==> config.mk <==
export PLATFORM = sky130hd
export DESIGN_NAME = mem_sample_avg
export DESIGN_NICKNAME = d
export VERILOG_FILES = /design/src/rtl/avg_pkg.sv /design/src/rtl/avg_ctrl.sv /design/src/rtl/avg_datapath.sv /design/src/rtl/mem_sample_avg.sv
export SDC_FILE = /design/constraint.sdc
export NUM_CORES = 1
export LEC_CHECK = 0
export ABC_CLOCK_PERIOD_IN_PS = 1700
export BUFFER_PORTS_ARGS = -buffer_cell sky130_fd_sc_hd__buf_2
export CAP_MARGIN = 25
export CORE_MARGIN = 10
export CORE_UTILIZATION = 49
export DETAILED_ROUTE_END_ITERATION = 10
export PLACE_DENSITY = 0.84
export SYNTH_ARGS = -nofsm -noshare
export SYNTH_HDL_FRONTEND = slang
export SYNTH_HIERARCHICAL = 1
export SYNTH_SLANG_ARGS = --single-unit
==> constraint.sdc <==
create_clock -name clk -period 1.7 [get_ports clk]
set_input_delay 0 -clock clk [delete_from_list [all_inputs] [get_ports clk]]
set_output_delay 0 -clock clk [all_outputs]
set_load 0.03 [all_outputs]
==> src/rtl/avg_pkg.sv <==
package avg_pkg;

  typedef enum logic [1:0] {
    ST_IDLE,
    ST_READ,
    ST_DRAIN,
    ST_FINISH
  } avgState_t;

  typedef struct packed {
    logic clrAcc;
    logic accEn;
    logic loadResult;
  } avgStrobe_t;

endpackage

==> src/rtl/avg_ctrl.sv <==
module avg_ctrl
  import avg_pkg::*;
#(
  parameter int NUM_SAMPLES = 8,
  parameter int ADDR_W      = 3
) (
  input  logic              clk,
  input  logic              rst,
  input  logic              start,
  output avgStrobe_t        strobes,
  output logic [ADDR_W-1:0] memAddr,
  output logic              memCe,
  output logic              idle,
  output logic              done
);

  localparam logic [ADDR_W-1:0] LAST_ADDR = ADDR_W'(NUM_SAMPLES - 1);

  avgState_t         state;
  logic [ADDR_W-1:0] wordCnt;
  logic              wordValidQ;
  logic              doneQ;

  always_ff @(posedge clk) begin
    if (rst) begin
      state      <= ST_IDLE;
      wordCnt    <= '0;
      wordValidQ <= 1'b0;
      doneQ      <= 1'b0;
    end else begin
      wordValidQ <= (state == ST_READ);
      doneQ      <= (state == ST_FINISH);
      case (state)
        ST_IDLE: begin
          if (start) begin
            state   <= ST_READ;
            wordCnt <= '0;
          end
        end
        ST_READ: begin
          if (wordCnt == LAST_ADDR) begin
            state <= ST_DRAIN;
          end else begin
            wordCnt <= wordCnt + 1'b1;
          end
        end
        ST_DRAIN:  state <= ST_FINISH;
        ST_FINISH: state <= ST_IDLE;
        default:   state <= ST_IDLE;
      endcase
    end
  end

  always_comb begin
    idle               = (state == ST_IDLE);
    memCe              = (state == ST_READ);
    memAddr            = wordCnt;
    done               = doneQ;
    strobes.clrAcc     = idle && start;
    strobes.accEn      = wordValidQ;
    strobes.loadResult = (state == ST_FINISH);
  end

endmodule

==> src/rtl/avg_datapath.sv <==
module avg_datapath
  import avg_pkg::*;
#(
  parameter int NUM_SAMPLES = 8,
  parameter int SAMPLE_W    = 6,
  parameter int ACC_W       = 9
) (
  input  logic                clk,
  input  logic                rst,
  input  avgStrobe_t          strobes,
  input  logic [SAMPLE_W-1:0] rdData,
  output logic [ACC_W-1:0]    result
);

  localparam int  SHIFT   = $clog2(NUM_SAMPLES);
  localparam bit  IS_POW2 = (NUM_SAMPLES & (NUM_SAMPLES - 1)) == 0;

  logic signed [ACC_W-1:0] acc;
  logic signed [ACC_W-1:0] rdExt;
  logic signed [ACC_W-1:0] quotient;
  logic        [ACC_W-1:0] resultQ;

  assign rdExt = {{(ACC_W - SAMPLE_W){rdData[SAMPLE_W-1]}}, rdData};

  generate
    if (IS_POW2) begin : g_shiftDiv
      localparam logic signed [ACC_W-1:0] BIAS = ACC_W'(NUM_SAMPLES - 1);
      logic signed [ACC_W-1:0] biased;
      always_comb begin
        biased   = acc[ACC_W-1] ? (acc + BIAS) : acc;
        quotient = biased >>> SHIFT;
      end
    end else begin : g_fullDiv
      localparam logic signed [ACC_W:0] DIVISOR = (ACC_W + 1)'(NUM_SAMPLES);
      logic signed [ACC_W:0] wideAcc;
      logic signed [ACC_W:0] wideQ;
      always_comb begin
        wideAcc  = {acc[ACC_W-1], acc};
        wideQ    = wideAcc / DIVISOR;
        quotient = wideQ[ACC_W-1:0];
      end
    end
  endgenerate

  always_ff @(posedge clk) begin
    if (rst) begin
      acc     <= '0;
      resultQ <= '0;
    end else begin
      if (strobes.clrAcc) begin
        acc <= '0;
      end else if (strobes.accEn) begin
        acc <= acc + rdExt;
      end
      if (strobes.loadResult) begin
        resultQ <= quotient;
      end
    end
  end

  assign result = resultQ;

endmodule

==> src/rtl/mem_sample_avg.sv <==
module mem_sample_avg
  import avg_pkg::*;
#(
  parameter int NUM_SAMPLES = 8,
  parameter int SAMPLE_W    = 6,
  parameter int ACC_W       = 9,
  parameter int ADDR_W      = $clog2(NUM_SAMPLES)
) (
  input  logic                clk,
  input  logic                rst,
  input  logic                start,
  output logic                idle,
  output logic                done,
  output logic [ACC_W-1:0]    result,
  output logic [ADDR_W-1:0]   memAddr,
  output logic                memCe,
  input  logic [SAMPLE_W-1:0] memRdData
);

  avgStrobe_t strobes;

  avg_ctrl #(
    .NUM_SAMPLES(NUM_SAMPLES),
    .ADDR_W     (ADDR_W)
  ) ctrl_i (
    .clk    (clk),
    .rst    (rst),
    .start  (start),
    .strobes(strobes),
    .memAddr(memAddr),
    .memCe  (memCe),
    .idle   (idle),
    .done   (done)
  );

  avg_datapath #(
    .NUM_SAMPLES(NUM_SAMPLES),
    .SAMPLE_W   (SAMPLE_W),
    .ACC_W      (ACC_W)
  ) dp_i (
    .clk    (clk),
    .rst    (rst),
    .strobes(strobes),
    .rdData (memRdData),
    .result (result)
  );

endmodule

==> flow_summary.ini, run 1 <==
[synth]
synth_warnings = 6
synth-edff-count = 0
async_flop_share_pct = 0
netlist_area_sq_um = 1370
synth_fp_nets = 179
synth_common_cells = dfxtp_1 (22), ha_1 (15), nor2_1 (13), a21oi_1 (12), nand2_1 (10)
synth_area_leaders = dfxtp_1 (32%), ha_1 (14%), a21oi_1 (4.4%)
yosysTopAreaCell = dfxtp_1
synthFlopType = dfxtp_1
ys_types = 41
synth.avg_cell_area_sq_um = 8.92
ys_ff_latch = 22
yosysMostFrequentCell = dfxtp_1
synth.top_cell.area_share_pct = 32.1
yosysSeqAreaShare_pct = 32.1
syn_inst = 154

[finish]
final_nets = 212
areaGrowthSynthToFinish_pct = 20.3
diodes = 0
design_area_sq_um = 1650
fill_cells = 234
drive_above_1_share_pct = 29.7

[setup_path]
cp_slowest_cell = dfxtp_2
path_max_fanout = 2
crit_start = dp_i/acc[0]
crit_chain = ha_4 -> fa_2 -> nand3_2 -> a211oi_2 -> or3_1 -> and3_4 -> mux2i_1
critPathCaptureType = flop
worstSetupStartpointType = flop
cp-endpoint = dp_i/acc[8]
worstSetupPathType = reg2reg
rrSetupSlack_ps = -40
reg2reg_to = dp_i/acc[8]
crit_required_ps = 1900
cpPeakStageDelay_ps = 350
arrival_ps = 1940
reg2reg_depth = 7
rr_startpoint = dp_i/acc[0]

[sta]
rsz0062_at_grt = yes
maxSlewHeadroom_pct = 60.1
slew_viol_final = 0
min_period_ps = 1740
fmax_ghz = 0.576
finalSetupViolations = 1
timing.setup.tns_ps = -36.2
setup_slack_ps = -36.2
worst_pin_slew_ps = 598
period_share_pct = 102
fin_worst_skew_ps = 7.33
hold_viol_final = 0

[job]
maxCapViolCount = 0

[clocking]
clock_latency_ps = 300
hold_buffers = 0
h-tree-depth = 1
root_buffer = clkbuf_4
clk_pin_slew_ps = 120
cts_max_path_buffers = 2
cts_buffers = 3
clock-sinks = 22
cts_tree = yes

[status]
status = complete, but fails checks
failed_checks = negative setup slack

[floorplanning]
chipWidth_um = 73.0
placementRows = 19
core_sq_um = 2710
io_pins = 24
dieHeight_um = 73.0
start_util_pct = 50.7
dieArea_sq_um = 5320

[global_routing]
grt_overflow = 0
grt_max_degree = 17
grt_pass1_vias = 1243
grtUsageTotal_pct = 12.1
antenna_found_initial = 0
grt_pass1_wl_um = 5340

[routing]
vias = 1234
wl_um = 3140
drcViolationCount = 0
final_antenna_net_count = 0
drt-vias-per-instance = 5.71
routedWlPerCell_um = 14.6
initialDrtViolationCount = 89
drt_first_pass_iters = 4

[power]
peakVddDrop_uv = 758
pwr_density_cell_nw_per_um2 = 1100
power_leakage_nw = 0.733

[place]
io_buffers = 23
dpl_cell_area_sq_um = 1590
globalplace.congestion = 0.878
dp_hpwl_um = 2460

[min_path]
min-delay-path-class = in2reg
==> how the worst min path moves through the flow <==
stage / to / cells past startpoint / startpoint
floorplan: ctrl_i/memAddr[0] / 1 / rst
global placement: ctrl_i/done / 2 / rst
detailed placement: ctrl_i/done / 2 / rst
CTS: ctrl_i/done / 2 / rst
global route: ctrl_i/done / 2 / rst
finish: ctrl_i/done / 2 / rst
==> placed cells by master (no fill, tap or decap), types with 4 or more instances in the layout <==
cell	instances
xor2_1	5
nand3_1	4
a21oi_1	11
nand2_1	10
mux2i_1	5
nand4_1	5
ha_1	13
buf_2	23
buf_4	13
a211oi_1	5
dfxtp_1	19
o21ai_0	6
nor2_1	13
==> worst max-delay path: cells and delay by family (launching register included) <==
kind | cells | cell delay [ps]
AOI/OAI and AO/OA | 1 | 70
adders and majority gates | 2 | 510
DFF | 1 | 350
muxes | 1 | 100
and+or+nand+nor | 3 | 610
==> where the power goes <==
group	total, W	switching, W	internal (W)	leakage, nW
logic	0.000899	0.000526	0.000373	0.540
registers	0.000686	0.0000867	0.000599	0.180
clock network	0.000235	0.000152	0.0000826	0.0138
total	0.00182	0.000764	0.00105	0.733
==> repair_timing <==
action	4_1_cts	5_1_grt
buffers inserted	1	2
pin swaps	0	1
resized for setup	1	5
endpoints found under the setup margin	1	4
hold endpoints to repair	0	0
==> layer usage <==
metal	GRT usage, %	wire length, um
met1	13.9	1330
met2	20.5	1560
met3	3.81	224
met4	4.01	24
met5	0	0
==> state kept, by name, indices dropped and copies added, names as in the netlist <==
signal and count:
dp_i/result 6, dp_i/acc 9, ctrl_i/wordValidQ 1, ctrl_i/done 1
ctrl_i/memAddr 3, ctrl_i/state 2
==> final cells by class <==
| class | instances | area, sq um | area share (%) |
|---|---|---|---|
| Tap cell | 31 | 38.8 | 2.35 |
| Sequential cell | 22 | 444 | 26.9 |
| Multi-Input combinational cell | 122 | 927 | 56.1 |
| Timing Repair Buffer | 36 | 213 | 12.9 |
| Clock buffer | 3 | 22.5 | 1.36 |
| Inverter | 2 | 7.51 | 0.454 |
==> per-stage QoR <==
step | hold slack, ps | util [%] | instances | setup slack [ps] | total power (W)
after floorplan | 69.1 | - | 154 | -14.4 | 0.00134
after global placement | 345 | 58.7 | 210 | 0.303 | 0.00152
after detailed placement | 353 | 58.7 | 210 | -23.3 | 0.00157
after CTS | 23.3 | 60.0 | 214 | -28.2 | 0.00181
after global routing | 41.6 | 61.0 | 216 | -84.1 | 0.00197
final | 30.6 | 61.0 | 216 | -36.2 | 0.00182
==> logic make-up after synthesis <==
logic type               after synthesis  share of synthesized area (%)
AND/OR/NAND/NOR                       58                           23.2
AO/OA/AOI/OAI                         35                           16.9
flip-flops                            22                           32.1
adder cells (fa/ha/maj)               16                           15.1
buffers and inverters                 10                           3.92
XOR/XNOR                               8                           5.10
multiplexers                           5                           3.64
(Power assumes the default switching activity.)
==> run 2, diff against run 1 <==
ABC_CLOCK_PERIOD_IN_PS = 1400   (was 1700)
clock period = 1.4 ns   (was 1.7 ns; I/O delays follow)
==> run 2 against run 1 <==
Against the previous run: the run still ends with negative setup slack left; core utilization increased by 13 points; clock skew shrank 5.6 ps; via count rose by 6.0%; count of clock-buffer cells in the layout rose by 1; largest cell class unchanged; die area did not move.
==> flow_summary.ini, run 2 (synthesis results as in run 1) <==
[global_routing]
grt_max_degree = 16
grt_pass1_vias = 1298
grt_pass1_wl_um = 5790
grtUsageTotal_pct = 13.3
antenna_found_initial = 0
grt_overflow = 0

[routing]
drcViolationCount = 0
wl_um = 3750
drt-vias-per-instance = 5.57
wl_met2_um = 1930
highest_layer = met4
m1WireLength_um = 1560
drt_first_pass_iters = 4
initialDrtViolationCount = 112
routedWlPerCell_um = 15.9
final_antenna_net_count = 0
vias = 1308
route.met3.wl_um = 204

[clocking]
clock-sinks = 22
clk_pin_slew_ps = 120
cts_tree = yes
h-tree-depth = 1
clock_latency_ps = 300
cts_max_path_buffers = 2
hold_buffers = 0
cts_buffers = 3
root_buffer = clkbuf_4

[sta]
fin_hold_ws_ps = 87.2
maxSlewHeadroom_pct = 58.6
period_share_pct = 126
finalSetupViolations = 7
slew_viol_final = 0
setup_slack_ps = -365
hold_viol_final = 0
rsz0062_at_grt = yes
fin_worst_skew_ps = 1.75
min_period_ps = 1770
worst_pin_slew_ps = 620
fmax_ghz = 0.566

[floorplanning]
chipWidth_um = 73.0
start_util_pct = 50.7
core_sq_um = 2710
io_pins = 24
placementRows = 19
dieHeight_um = 73.0
dieArea_sq_um = 5320

[place]
io_buffers = 23
place_ws_ps = -338
dp_hpwl_um = 2670
globalplace.congestion = 0.919
dp.cells = 230

[power]
power_w = 0.00266
power_leakage_nw = 0.839
p_sw_share_pct = 40.9
power_frac_clock_pct = 13.1
p_switching_w = 0.00109
p_int_w = 0.00157
pwr_density_cell_nw_per_um2 = 1330
p_comb_share_pct = 55.5
peakVddDrop_uv = 1280
pwr-share-seq_pct = 31.4

[min_path]
min-delay-path-class = in2reg
min-delay-start = rst
whs_endpoint = ctrl_i/state[1]
hold_depth = 3

[finish]
diodes = 0
areaGrowthSynthToFinish_pct = 45.1
multiInputGateArea_sq_um = 1100
regArea_sq_um = 452
regMostFlops = dp_i/acc
final_cell_mix = buf_4 (29), buf_2 (23), dfxtp_1 (15), nor2_1 (12)
fill_cells = 184
drive_above_1_share_pct = 51.5
final_common_cell = buf_4
final_cells = 235
final_nets = 230
largest_register_ffs = 9

[setup_path]
worstSetupStartpointType = flop
worstSetupPathType = reg2reg
rrSetupSlack_ps = -370
critPathCaptureType = flop
reg2reg_to = dp_i/acc[8]
crit_required_ps = 1610
arrival_ps = 1970
reg2reg_depth = 7
path_max_fanout = 2
rr_startpoint = dp_i/acc[0]

[status]
status = complete, but fails checks
failed_checks = negative setup slack

[job]
maxCapViolCount = 0
-- run 2: changes by cell type in the layout (fill, tap and decap cells not counted), moves of 3 or more --
cell / delta
buf_4: +16
ha_1: -6
ha_4: +5
dfxtp_1: -4
a21oi_1: -3
dfxtp_2: +3
o31ai_1: -3
o31ai_2: +3
-- run 2: timing repair --
action | 4_1_cts | 5_1_grt
setup endpoints to repair | 10 | 19
buffers inserted | 2 | 1
gates resized for setup | 19 | 23
pin swaps | 13 | 16
-- run 2: layout make-up --
| class | instances | area share, % |
|---|---|---|
| Sequential cell | 22 | 22.7 |
| Timing Repair Buffer | 54 | 17.8 |
| Tap cell | 31 | 1.95 |
| Clock buffer | 4 | 1.82 |
| Multi-Input combinational cell | 122 | 55.4 |
| Inverter | 2 | 0.377 |
-- run 2: power groups by stage --
stage          sequential (W)  clock (W)  combinational [W]
6_report             0.000835   0.000348            0.00147
3_3_place_gp         0.000832          0            0.00120
5_1_grt              0.000853   0.000392            0.00159
2_1_floorplan        0.000881          0           0.000795
3_5_place_dp         0.000838          0            0.00126
4_1_cts              0.000832   0.000360            0.00132
-- run 2: worst max-delay path by stage --
stage	slack [ps]	start	endpoint	cells past startpoint
6_report	-370	dp_i/acc[0]	dp_i/acc[8]	7
5_1_grt	-400	dp_i/acc[5]	dp_i/acc[8]	6
4_1_cts	-350	dp_i/acc[0]	dp_i/acc[8]	7
3_5_place_dp	-340	dp_i/acc[0]	dp_i/acc[8]	7
3_3_place_gp	-300	dp_i/acc[0]	dp_i/acc[8]	7
2_1_floorplan	-300	dp_i/acc[0]	dp_i/acc[8]	7
-- run 2: worst max-delay path, stage by stage, from the launching register on --
cell	delay (ps)
dfxtp_2	350
ha_4	160
fa_2	340
nand3_2	100
a211oi_2	80
or3_1	360
and3_4	180
mux2i_1	100
-- run 2: metal layers --
layer  up-vias  GRT usage [%]
met5         -              0
met4         0           4.85
met3         6           3.67
met2        30           23.1
met1       615           14.9
li1        657              -
-- run 2: metrics by stage --
stage          area (sq um)  setup TNS (ps)  utilization (%)
6_report               1990            -907             73.5
5_1_grt                1990           -1560             73.5
2_1_floorplan          1440            -499                -
4_1_cts                1900           -1280             70.1
3_3_place_gp           1760            -927             65.1
3_5_place_dp           1760           -1340             65.1
==> run 3, diff against run 2 <==
MAX_ROUTING_LAYER = met4   (was unset)
==> run 3 against run 2 <==
Against the previous run: the flow still finishes with violations (negative setup slack); critical path depth did not move; worst hold slack got worse by 15 ps; clock power rose by 43%; sequential share of layout area fell by 1.0 points; final cell count rose by 2.1%; count of clock-buffer cells in the layout fell by 1; non-clock buffer count rose by 5; via count rose by 6.1%; maximum frequency rose by 0.85%; critical path type unchanged.
==> flow_summary.ini, run 3 (synthesis results as in run 1) <==
[status]
status = complete, but fails checks
failed_checks = negative setup slack

[min_path]
min-delay-start = rst
hold_depth = 3
whs_endpoint = ctrl_i/memAddr[0]
min-delay-path-class = in2reg

[finish]
fill_cells = 163
areaGrowthSynthToFinish_pct = 52.8
final_cell_mix = buf_4 (33), buf_2 (23), dfxtp_1 (15), nor2_1 (11), ha_4 (9)
regMostFlops = dp_i/acc
final_common_cell = buf_4
diodes = 0
regArea_sq_um = 454
largest_register_ffs = 9
drive_above_1_share_pct = 55.5
final_nets = 235
multiInputGateArea_sq_um = 1150

[sta]
setup_slack_ps = -351
fin_worst_skew_ps = 0.711
slew_viol_final = 0
rsz0062_at_grt = yes
maxSlewHeadroom_pct = 56.4
finalSetupViolations = 14
fin_hold_ws_ps = 72.2
fmax_ghz = 0.571
period_share_pct = 125
min_period_ps = 1750
hold_viol_final = 0
worst_pin_slew_ps = 653

[clocking]
root_buffer = clkbuf_4
clock_latency_ps = 320
clk_pin_slew_ps = 130
cts_tree = yes
hold_buffers = 0
clock-sinks = 22
h-tree-depth = 1
cts_buffers = 3
cts_max_path_buffers = 2

[place]
dp_hpwl_um = 2770
globalplace.congestion = 0.967
io_buffers = 23

[routing]
drcViolationCount = 0
drt_first_pass_iters = 4
drt-vias-per-instance = 5.78
vias = 1388
wl_um = 4270
routedWlPerCell_um = 17.8
final_antenna_net_count = 0
initialDrtViolationCount = 151

[job]
maxCapViolCount = 0

[global_routing]
grt_pass1_wl_um = 6040
grt_max_degree = 16
grt_overflow = 0
antenna_found_initial = 0
grtUsageTotal_pct = 14.0
grt_pass1_vias = 1355

[setup_path]
path_max_fanout = 2
reg2reg_depth = 7
reg2reg_to = dp_i/acc[8]
critPathCaptureType = flop
rr_startpoint = dp_i/acc[0]
rrSetupSlack_ps = -350
worstSetupStartpointType = flop
crit_required_ps = 1630
arrival_ps = 1980
worstSetupPathType = reg2reg

[floorplanning]
dieHeight_um = 73.0
dieArea_sq_um = 5320
core_sq_um = 2710
start_util_pct = 50.7
placementRows = 19
chipWidth_um = 73.0
io_pins = 24

[power]
peakVddDrop_uv = 1530
power_w = 0.00293
pwr_density_cell_nw_per_um2 = 1400
power_leakage_nw = 0.872
run 3: worst max-delay path by stage:
stage	start	end	slack, ps	cells after the start
5_1_grt	dp_i/acc[0]	dp_i/acc[8]	-370	7
2_1_floorplan	dp_i/acc[0]	dp_i/acc[8]	-300	7
3_5_place_dp	dp_i/acc[0]	dp_i/acc[8]	-360	7
4_1_cts	dp_i/acc[0]	dp_i/acc[8]	-340	7
6_report	dp_i/acc[0]	dp_i/acc[8]	-350	7
3_3_place_gp	dp_i/acc[0]	dp_i/acc[8]	-310	7
run 3: critical path, stage by stage (launching register included):
cell and delay (ps):
dfxtp_2 360, ha_4 160, fa_2 350, nand3_2 90, a211oi_2 70, or3_1 350
and3_4 180, mux2i_1 100
run 3: per-layer routing:
layer / track usage [%] / up-vias / part of all wire (%)
met1: 14.5 / 664 / 37
met4: 5.49 / 0 / 1.9
met3: 4.90 / 8 / 6.0
li1: - / 672 / -
met2: 23.8 / 44 / 55
met5: - / - / 0
run 3: metrics by stage:
| step | cells | util, % | worst slack (ps) | cell area [sq um] | TNS, ps |
|---|---|---|---|---|---|
| final | 240 | 77.5 | -351 | 2100 | -1980 |
| after global placement | 230 | 65.1 | -310 | 1760 | -793 |
| after floorplan | 154 | - | -297 | 1440 | -499 |
| after global routing | 240 | 77.5 | -371 | 2100 | -2640 |
| after CTS | 235 | 70.3 | -338 | 1910 | -892 |
| after detailed placement | 230 | 65.1 | -355 | 1760 | -1240 |
run 3: power by group:
part           total, W  internal (W)  switching (W)
clock          0.000496      0.000290       0.000207
combinational   0.00159      0.000729       0.000865
sequential     0.000841      0.000733       0.000108
run 3: final cells by class:
cell class / instances / area share (%)
inverter: 2 / 0.358
timing repair buffer: 59 / 18.9
clock buffer: 3 / 1.07
tap: 31 / 1.85
sequential: 22 / 21.6
clock inverter: 1 / 1.43
multi-input combinational: 122 / 54.8
run 3: repair_timing:
item                                    4_1_cts  5_1_grt
pin swaps                                     7       26
resized for setup                            16       36
endpoints found under the hold margin         0        0
buffers inserted                              1        5
endpoints found under the setup margin       11       20
gates cloned                                  0        0
